==> config.mk <==
export PLATFORM = sky130hd
export DESIGN_NAME = erase_batch_collector
export DESIGN_NICKNAME = d
export VERILOG_FILES = /design/src/rtl/erase_batch_pkg.sv /design/src/rtl/ebc_window_timer.sv /design/src/rtl/ebc_mask_reg.sv /design/src/rtl/ebc_ctrl_fsm.sv /design/src/rtl/erase_batch_collector.sv
export SDC_FILE = /design/constraint.sdc
export NUM_CORES = 1
export LEC_CHECK = 0
export ABC_AREA = 0
export ABC_CLOCK_PERIOD_IN_PS = 1500
export BUFFER_PORTS_ARGS = -buffer_cell sky130_fd_sc_hd__buf_4
export CAP_MARGIN = 20
export CORE_MARGIN = 3
export CORE_UTILIZATION = 40
export DETAILED_ROUTE_END_ITERATION = 10
export PLACE_DENSITY_LB_ADDON = 0.3
export SYNTH_ARGS = -nofsm -noshare
export SYNTH_HDL_FRONTEND = slang
export SYNTH_SLANG_ARGS = --single-unit
==> constraint.sdc <==
create_clock -name clk -period 1.5 [get_ports clk]
set_input_delay 0.3 -clock clk [delete_from_list [all_inputs] [get_ports clk]]
set_output_delay 0.3 -clock clk [all_outputs]
set_load 0.005 [all_outputs]
==> src/rtl/erase_batch_pkg.sv <==
package erase_batch_pkg;

  typedef enum logic [1:0] {
    ST_IDLE    = 2'd0,
    ST_COLLECT = 2'd1,
    ST_ERASE   = 2'd2,
    ST_SUSP    = 2'd3
  } ebc_state_t;

  // One-hot sector select, wide enough for up to 32 sectors.
  function automatic logic [31:0] sector_bit(input int unsigned idx);
    return 32'd1 << idx;
  endfunction

  // True on the last cycle of the window, counting from zero.
  function automatic logic window_hit(input int unsigned cnt, input int unsigned limit);
    return cnt == (limit - 1);
  endfunction

  // True when the erase engine owns the mask.
  function automatic logic erase_owned(input ebc_state_t st);
    return (st == ST_ERASE) || (st == ST_SUSP);
  endfunction

endpackage

==> src/rtl/ebc_window_timer.sv <==
module ebc_window_timer #(
  parameter int unsigned WINDOW_CYCLES = 4000,
  localparam int CW = $clog2(WINDOW_CYCLES + 1)
) (
  input  logic clk,
  input  logic rst_n,
  input  logic run_i,
  input  logic restart_i,
  output logic expire_o
);
  import erase_batch_pkg::*;

  logic [CW-1:0] cnt_q;

  assign expire_o = run_i && !restart_i && window_hit(int'(cnt_q), WINDOW_CYCLES);

  always_ff @(posedge clk) begin
    if (!rst_n)          cnt_q <= '0;
    else if (restart_i)  cnt_q <= '0;
    else if (!run_i)     cnt_q <= '0;
    else if (!expire_o)  cnt_q <= cnt_q + 1'b1;
    else                 cnt_q <= '0;
  end

  AST_TIMER_IN_RANGE: assert property (@(posedge clk) disable iff (!rst_n)
    int'(cnt_q) < WINDOW_CYCLES) else $error("timer past window");

  AST_TIMER_RESTARTS: assert property (@(posedge clk) disable iff (!rst_n)
    restart_i |=> cnt_q == '0) else $error("timer not restarted");

endmodule

==> src/rtl/ebc_mask_reg.sv <==
module ebc_mask_reg #(
  parameter int unsigned NUM_SECTORS = 8,
  localparam int SEC_W = $clog2(NUM_SECTORS)
) (
  input  logic                   clk,
  input  logic                   rst_n,
  input  logic                   set_i,
  input  logic                   clear_i,
  input  logic [SEC_W-1:0]       index_i,
  output logic [NUM_SECTORS-1:0] mask_o
);
  import erase_batch_pkg::*;

  logic [NUM_SECTORS-1:0] mask_q;
  logic [NUM_SECTORS-1:0] sel;

  assign sel = NUM_SECTORS'(sector_bit(int'(index_i)));

  always_ff @(posedge clk) begin
    if (!rst_n)       mask_q <= '0;
    else if (clear_i) mask_q <= '0;
    else if (set_i)   mask_q <= mask_q | sel;
  end

  assign mask_o = mask_q;

  AST_MASK_ONLY_GROWS: assert property (@(posedge clk) disable iff (!rst_n)
    (!clear_i) |=> ((mask_q & $past(mask_q)) == $past(mask_q))) else $error("mask bit lost");

  AST_MASK_CLEARS: assert property (@(posedge clk) disable iff (!rst_n)
    clear_i |=> mask_q == '0) else $error("mask not cleared");

endmodule

==> src/rtl/ebc_ctrl_fsm.sv <==
module ebc_ctrl_fsm (
  input  logic clk,
  input  logic rst_n,
  input  logic sec_erase_i,
  input  logic other_cmd_i,
  input  logic suspend_i,
  input  logic resume_i,
  input  logic erase_done_i,
  input  logic expire_i,
  output erase_batch_pkg::ebc_state_t state_o,
  output logic set_o,
  output logic clear_o,
  output logic restart_o,
  output logic run_o,
  output logic start_o
);
  import erase_batch_pkg::*;

  ebc_state_t st_q, st_d;
  logic       start_q;
  logic       cancel;

  // Any accepted pulse other than a sector request breaks the window.
  assign cancel = other_cmd_i || suspend_i || resume_i;

  always_comb begin
    st_d      = st_q;
    set_o     = 1'b0;
    clear_o   = 1'b0;
    restart_o = 1'b0;
    unique case (st_q)
      ST_IDLE: begin
        if (sec_erase_i) begin
          st_d      = ST_COLLECT;
          set_o     = 1'b1;
          restart_o = 1'b1;
        end
      end
      ST_COLLECT: begin
        if (cancel) begin
          st_d    = ST_IDLE;
          clear_o = 1'b1;
        end else if (sec_erase_i) begin
          set_o     = 1'b1;
          restart_o = 1'b1;
        end else if (expire_i) begin
          st_d = ST_ERASE;
        end
      end
      ST_ERASE: begin
        if (erase_done_i) begin
          st_d    = ST_IDLE;
          clear_o = 1'b1;
        end else if (suspend_i) begin
          st_d = ST_SUSP;
        end
      end
      ST_SUSP: begin
        if (resume_i) st_d = ST_ERASE;
      end
      default: st_d = ST_IDLE;
    endcase
  end

  assign run_o = (st_q == ST_COLLECT);

  always_ff @(posedge clk) begin
    if (!rst_n) begin
      st_q    <= ST_IDLE;
      start_q <= 1'b0;
    end else begin
      st_q    <= st_d;
      start_q <= (st_q == ST_COLLECT) && (st_d == ST_ERASE);
    end
  end

  assign state_o = st_q;
  assign start_o = start_q;

  AST_START_SINGLE: assert property (@(posedge clk) disable iff (!rst_n)
    start_q |=> !start_q) else $error("start longer than one cycle");

  AST_START_FROM_WINDOW: assert property (@(posedge clk) disable iff (!rst_n)
    $rose(start_q) |-> $past(st_q) == ST_COLLECT) else $error("start outside window");

  AST_SUSP_FROM_ERASE: assert property (@(posedge clk) disable iff (!rst_n)
    (st_q == ST_SUSP && $past(st_q) != ST_SUSP) |-> $past(st_q) == ST_ERASE) else $error("bad suspend entry");

  AST_SUSP_HOLDS_ON_DONE: assert property (@(posedge clk) disable iff (!rst_n)
    (st_q == ST_SUSP && !resume_i) |=> st_q == ST_SUSP) else $error("suspend left");

endmodule

==> src/rtl/erase_batch_collector.sv <==
module erase_batch_collector #(
  parameter int unsigned NUM_SECTORS   = 8,
  parameter int unsigned WINDOW_CYCLES = 4000,
  localparam int SEC_W = $clog2(NUM_SECTORS)
) (
  input  logic                   clk,
  input  logic                   rst_n,
  input  logic                   sec_erase_i,
  input  logic [SEC_W-1:0]       sec_index_i,
  input  logic                   other_cmd_i,
  input  logic                   suspend_i,
  input  logic                   resume_i,
  input  logic                   erase_done_i,
  output logic [NUM_SECTORS-1:0] sector_mask_o,
  output logic                   erase_start_o,
  output logic                   suspended_o,
  output logic                   window_shut_o
);
  import erase_batch_pkg::*;

  ebc_state_t state;
  logic       mask_set;
  logic       mask_clear;
  logic       tmr_restart;
  logic       tmr_run;
  logic       tmr_expire;

  ebc_ctrl_fsm u_fsm (
    .clk          (clk),
    .rst_n        (rst_n),
    .sec_erase_i  (sec_erase_i),
    .other_cmd_i  (other_cmd_i),
    .suspend_i    (suspend_i),
    .resume_i     (resume_i),
    .erase_done_i (erase_done_i),
    .expire_i     (tmr_expire),
    .state_o      (state),
    .set_o        (mask_set),
    .clear_o      (mask_clear),
    .restart_o    (tmr_restart),
    .run_o        (tmr_run),
    .start_o      (erase_start_o)
  );

  ebc_window_timer #(.WINDOW_CYCLES(WINDOW_CYCLES)) u_timer (
    .clk       (clk),
    .rst_n     (rst_n),
    .run_i     (tmr_run),
    .restart_i (tmr_restart),
    .expire_o  (tmr_expire)
  );

  ebc_mask_reg #(.NUM_SECTORS(NUM_SECTORS)) u_mask (
    .clk     (clk),
    .rst_n   (rst_n),
    .set_i   (mask_set),
    .clear_i (mask_clear),
    .index_i (sec_index_i),
    .mask_o  (sector_mask_o)
  );

  assign suspended_o   = (state == ST_SUSP);
  assign window_shut_o = erase_owned(state);

  AST_IDLE_MASK_EMPTY: assert property (@(posedge clk) disable iff (!rst_n)
    (state == ST_IDLE) |-> sector_mask_o == '0) else $error("idle with mask");

  AST_BUSY_MASK_SET: assert property (@(posedge clk) disable iff (!rst_n)
    (state != ST_IDLE) |-> sector_mask_o != '0) else $error("busy without mask");

  AST_ERASE_MASK_FROZEN: assert property (@(posedge clk) disable iff (!rst_n)
    (window_shut_o && !erase_done_i) |=> $stable(sector_mask_o)) else $error("mask moved in erase");

  AST_START_RAISES_FLAG: assert property (@(posedge clk) disable iff (!rst_n)
    erase_start_o |-> window_shut_o && !suspended_o) else $error("flag not set at start");

endmodule

* Word level (Yosys, flattened, before mapping)
Index checks and enable logic that the tools add are counted.
W data, S select, Z words.
** Storage, ports and cells
- Bits in writable memories :: 0
- Output and inout port bits :: 11
- Memory bits (read-only) :: 0
- Bits in latches :: 0
- Register bits after elaboration :: 23
- Input port bits :: 10
- Memories :: 0
** Operators by class
- $add $sub $neg :: 1
- Equal/unequal tests :: 5
- Order comparisons :: 0
- Bitwise logic cells :: 3
- Div/mod/pow operators :: 0
- Mux-type cells :: 14
- Shift-type cells :: 1
- Multiply operators :: 0
- Reduce and logical (&&, ||, !) cells :: 10
** Operator list (count)
- $mux W2 :: 7
- $add A12 B1 Y12 const B :: 1
- $eq A12 B12 Y1 const B :: 1
- $or A8 B8 Y8 :: 1
- $pmux W2 S4 :: 1
- $shl A1 B3 Y8 const A :: 1
- $eq A2 B2 Y1 const B :: 3
- $mux W1 :: 4
- $pmux W1 S2 :: 2
- $reduce_or A4 Y1 :: 1
- $logic_and A1 B1 Y1 :: 3
- $logic_or A1 B1 Y1 :: 3
- $eq A2 B1 Y1 const B :: 1
- $logic_not A2 Y1 :: 1
- $not A1 Y1 :: 2
- $reduce_or A2 Y1 :: 1
- $logic_not A1 Y1 :: 1

* Depth between registers and ports, before layout
- Depth in word-level cells :: 13
- Gate-level depth with buffers :: 8
- Mapped depth without buffers :: 6

* By module
A second synthesis with hierarchy kept.
** Unflattened totals
- Cells, all modules :: 131
- Area, all modules :: 1163.6 µm²
** By module, submodules not included
- ebc_window_timer :: instances 1, sequential area each 240.2 µm², area each 538.0 µm², cells each 62
- ebc_mask_reg :: instances 1, sequential area each 160.2 µm², area each 314.1 µm², cells each 33
- ebc_ctrl_fsm :: instances 1, sequential area each 60.1 µm², area each 301.5 µm², cells each 34
- erase_batch_collector :: instances 1, sequential area each 0.0 µm², area each 10.0 µm², cells each 2

* Least setup slack after synthesis
OpenSTA, ideal clock, no wires.
- Kind :: register -> register
- Start :: reg u_fsm.st_q[0] (netlist: u_fsm.state_o[0])
- End :: reg u_fsm.start_q (netlist: u_fsm.start_o)
- Clock period less this slack :: 1.558 ns
- Required time :: 1.365 ns
- Library setup time :: 0.135 ns
- Arrival :: 1.422 ns
- Slack :: -0.058 ns
- Cell stages (with the launch flop) :: 7
- Cell sequence :: dfxtp_1 -> inv_1 -> ha_1 -> nor2b_1 -> a2111oi_1 -> o21ai_0 -> nor4bb_1
** On the way
- Word-level cells in the longest chain between the ends :: 11
- Elaborated cells on any way between the ends :: 18
- Classes of those cells :: eq/ne (4); mux (9); reduce/logical (5)
** Ends and longest elaborated chain
- start: declaration :: RTL line ebc_ctrl_fsm.sv:19 : ebc_state_t st_q, st_d;
- start signal: assignment :: RTL line ebc_ctrl_fsm.sv:72 : st_q <= st_d;
- $eq A2 B1 Y1 / $logic_not A2 Y1 (equally long branches) :: RTL line ebc_ctrl_fsm.sv:31, ebc_ctrl_fsm.sv:65, ebc_ctrl_fsm.sv:73
- $pmux W1 S2 :: RTL line ebc_ctrl_fsm.sv:31 : unique case (st_q)
- $logic_not A1 Y1 :: RTL line ebc_window_timer.sv:15 : assign expire_o = run_i && !restart_i && window_hit(int'(cnt_q), WINDOW_CYCLES);
- $logic_and A1 B1 Y1 (2 in a row) :: RTL line ebc_window_timer.sv:15
- $mux W2 :: RTL line ebc_ctrl_fsm.sv:46 : end else if (expire_i) begin
- $mux W2 :: RTL line ebc_ctrl_fsm.sv:43 : end else if (sec_erase_i) begin
- $mux W2 :: RTL line ebc_ctrl_fsm.sv:40 : if (cancel) begin
- $pmux W2 S4 :: RTL line ebc_ctrl_fsm.sv:31
- $eq A2 B2 Y1 :: RTL line ebc_ctrl_fsm.sv:73 : start_q <= (st_q == ST_COLLECT) && (st_d == ST_ERASE);
- $logic_and A1 B1 Y1 * :: RTL line ebc_ctrl_fsm.sv:73
- end signal: assignment :: RTL line ebc_ctrl_fsm.sv:73
- end: declaration :: RTL line ebc_ctrl_fsm.sv:20 : logic start_q;
Every way passes the cells marked *; elsewhere a longest branch is shown, timed or not.
A chain may end at the register's enable or synchronous reset.

* Worst setup path in the final report
- Start :: reg u_fsm.st_q[0] (netlist: u_fsm.state_o[0])
- End :: out window_shut_o
** On the way
- Word-level cells in the longest chain between the ends :: 2
- Elaborated cells on any way between the ends :: 3
- Classes of those cells :: eq/ne (2); reduce/logical (1)
** Ends and longest elaborated chain
- $eq A2 B2 Y1 :: RTL line erase_batch_pkg.sv:22 : return (st == ST_ERASE) || (st == ST_SUSP);
- $logic_or A1 B1 Y1 * :: RTL line erase_batch_pkg.sv:22
- end: declaration :: RTL line erase_batch_collector.sv:17 : output logic window_shut_o
Marked as above.

==> metrics.log <==
INFO  metric clk_path_buf_depth = 2
INFO  metric critPathRequiredTime = 1.20 ns
INFO  metric intPower = 1.121 mW
INFO  metric outcome = finished with violations
INFO  metric worst_vdd_drop = 0.0008026 V
INFO  metric die_area = 3394 µm²
INFO  metric path_class = reg -> out
INFO  metric worstMarginPinSlew = 0.4783 ns
INFO  metric route.vias.total = 1031
INFO  metric flow.area_growth_from_synthesis = 40.89%
INFO  metric leakagePower = 0.5696 nW
INFO  metric register_bit_count_reported_by_yosys = 23
INFO  metric avgSynthCellArea = 8.953 µm²
INFO  metric synth_top_family_by_area = simple AND/OR/NAND/NOR gates
INFO  metric hold_class = in -> reg
INFO  metric htreeDepth = 1
INFO  metric hold-worst-slack = 0.2644 ns
INFO  metric globalplace.congestion = 0.9527
INFO  metric share_of_layout_cells_above_drive_strength_1 = 39.87%
INFO  metric synth.largest_area_cell = dfxtp_1
INFO  metric crit_path_start_kind = flip-flop
INFO  metric floorplan.initialDensity = 42.92%
INFO  metric placement.cell_area = 1316 µm²
INFO  metric violated_checks = negative setup slack
INFO  metric die_w = 58.26 µm
INFO  metric synthAdderAreaFrac = 5.727%
INFO  metric clock_tree_from_tritoncts = yes
INFO  metric clk_pin_slew = 0.13 ns
INFO  metric viasPerCell = 5.484
INFO  metric fmaxAchievable = 613.2 MHz
INFO  metric dr.pass1.iters = 4
INFO  metric root_buffer = clkbuf_4
INFO  metric dominantRegCellSynth = dfxtp_1
INFO  metric number_of_different_library_cells_in_the_post_synthesis_netlist = 33
INFO  metric setup_repair_after_global_routing_missed_its_margin = true
INFO  metric synth-async-reset-ratio = 0%
INFO  metric seq_power_share = 41.0%
INFO  metric final-setup-viol-count = 4
INFO  metric synth.yosys.seq_area_share = 42.15%
INFO  metric complex_gate_fraction_of_the_synthesized_area = 14.09%
INFO  metric die-height = 58.26 µm
INFO  metric number_of_nets_in_the_finished_design = 174
INFO  metric clk_latency_worst_skew_pair = 0.30 ns
INFO  metric worst-path-max-fanout = 3
INFO  metric cts_hold_repair.buffers = 0
INFO  metric power.share.switching = 33.09%
INFO  metric min_clock_period_post_route = 1.631 ns
INFO  metric grt_pass1_wl = 4.284 mm
INFO  metric routed_wirelength = 2.671 mm
INFO  metric detailedRoute.firstIterationViolations = 40
INFO  metric net-switching-power = 0.5543 mW
INFO  metric grt.overflow.total = 0
INFO  metric grt_usage = 16.17%
INFO  metric syn_nets = 137
INFO  metric core.rowCount = 18
INFO  metric placement.setup.worst_slack = -0.1284 ns
INFO  metric clkPwrFrac = 17.2%
INFO  metric synth_simple_gate_area_share = 25.89%
INFO  metric drc_errors = 0
INFO  metric end_kind = primary output
INFO  metric setup_slack = -0.1309 ns
INFO  metric antenna-diode-count = 0
INFO  metric ports = 21
INFO  metric syn-instance-count = 122
INFO  metric yosys-top-cells-area = dfxtp_1 (42%), nor2_1 (7.9%), ha_1 (5.7%), a31oi_1 (4.0%), xnor2_1 (4.0%)
INFO  metric dp.final_hpwl = 1.752 mm
INFO  metric maxCapViolations = 0
INFO  metric synth_xor_area_share = 8.018%
INFO  metric post-synth-top-area-fraction = 42.15%
INFO  metric setup_clock_skew_after_layout = 0.002256 ns
INFO  metric synth_enable_flop_cells = 0
INFO  metric fillCellCount = 223
INFO  metric syn_area = 1092 µm²
INFO  metric post_synth_mux_area_share = 0%
INFO  metric slew_headroom = 67.76%
INFO  metric totalPowerFinal = 1.675 mW
INFO  metric final_standard_cell_area_without_fillers = 1539 µm²
INFO  metric grt_max_degree = 15
INFO  metric route.antenna.remaining_nets = 0
INFO  metric first_global_vias = 950
INFO  metric cts_inserted_buffers = 3
INFO  metric routedWlPerCell = 14.21 µm
INFO  metric report.final.hold_viol_count = 0
INFO  metric antenna_found_initial = 0
INFO  metric setup_total_negative_slack = -0.2515 ns
INFO  metric slew_violations = 0
INFO  metric power.share.combinational = 41.7%
INFO  metric place.port_buffers = 20
INFO  metric power-per-cell-area = 1088 nW/µm²
INFO  metric numClockSinks = 23
INFO  metric post-route-period-util = 108.7%
INFO  metric synth.yosys.warnings = 0
INFO  metric timing.critical_path.arrival = 1.33 ns
INFO  metric placeableCoreArea = 2545 µm²
## synth_stat cells (2+ instances only)
master,count
o21a_1,2
xnor2_1,5
nor4_1,2
dfxtp_1,23
xor2_1,5
buf_6,2
a31oi_1,7
a41oi_1,2
nand2_1,6
nor2_1,23
a21oi_1,3
nand3_1,2
and4_1,2
o21ai_0,3
nand4_1,4
inv_1,6
nor2b_1,5
ha_1,5
## power by group through the flow
stage	sequential (mW)	combinational, mW	clock (mW)
floorplan	0.691	0.297	0
global placement	0.686	0.471	0
detailed placement	0.687	0.480	0
CTS	0.686	0.564	0.302
global route	0.693	0.749	0.339
finish	0.687	0.699	0.288
## final timing paths
| kind | to | cells after the start | from | slack (ns) |
|---|---|---|---|---|
| max reg2reg | u_fsm.state_o[1] | 5 | u_fsm.state_o[0] | -0.05 |
| min reg2reg | u_timer.cnt_q[0] | 1 | u_timer.cnt_q[0] | 0.47 |
| max | window_shut_o | 5 | u_fsm.state_o[0] | -0.13 |
| min | u_mask.mask_o[1] | 3 | sec_index_i[0] | 0.26 |
## logic make-up after synthesis
kind of cell,count (synthesis)
AOI/OAI and AO/OA,23
xor gates and xnor gates,10
adders and majority gates,5
buffers and inverters,8
DFF,23
and+or+nand+nor,53
## final cells by class
type                            count  area, µm²  area share [%]
Multi-Input combinational cell     92      716.9           46.59
Sequential cell                    23      465.4           30.24
Timing Repair Buffer               33      266.5           17.32
Clock buffer                        3      22.52           1.463
Inverter                            6      22.52           1.463
Tap cell                           30      37.54           2.439
Clock inverter                      1      7.507          0.4878
## metrics by stage
stage	utilization, %	instances
3_5_place_dp	51.72	177
6_report	60.47	188
2_1_floorplan	-	122
5_1_grt	60.47	188
3_3_place_gp	51.72	177
4_1_cts	56.44	185
## layout by cell type (no fill, tap or decap), types with 2 or more instances in the layout
cell      count
nand2_1       6
buf_6         5
ha_4          2
xor2_1        5
inv_2         2
nor2b_1       3
nor2_1       23
dfxtp_1      21
a31oi_1       6
nand2b_4      2
xnor2_1       5
ha_2          3
buf_4        28
nor2b_2       2
o21ai_0       2
clkbuf_4      3
a21oi_1       2
nand3_1       2
nand4_1       4
inv_1         4
## flip-flops by register name (all words and copies together), names as in the netlist
| name | cells |
|---|---|
| u_timer.cnt_q | 12 |
| u_mask.mask_o | 8 |
| u_fsm.state_o | 2 |
| u_fsm.start_o | 1 |
## worst max-delay path, stage by stage (launching register included)
cell and delay, ns:
dfxtp_2 0.37, inv_2 0.06, ha_4 0.16, buf_6 0.11, or2_4 0.22, buf_6 0.12
## timing repair
action / 4_1_cts / 5_1_grt
gates resized for setup: 16 / 18
setup buffers: 4 / 2
setup endpoints to repair: 15 / 25
gates cloned: 0 / 1
hold endpoints to repair: 0 / 0
pin swaps: 3 / 4
## per-layer routing
metal  global-route usage (%)  routed length, µm
met1                    22.30               1240
met2                    24.52               1273
met3                    3.341                105
met4                    6.623                 51
met5                        0                  0
No activity file was read; power rests on OpenSTA's default activity.
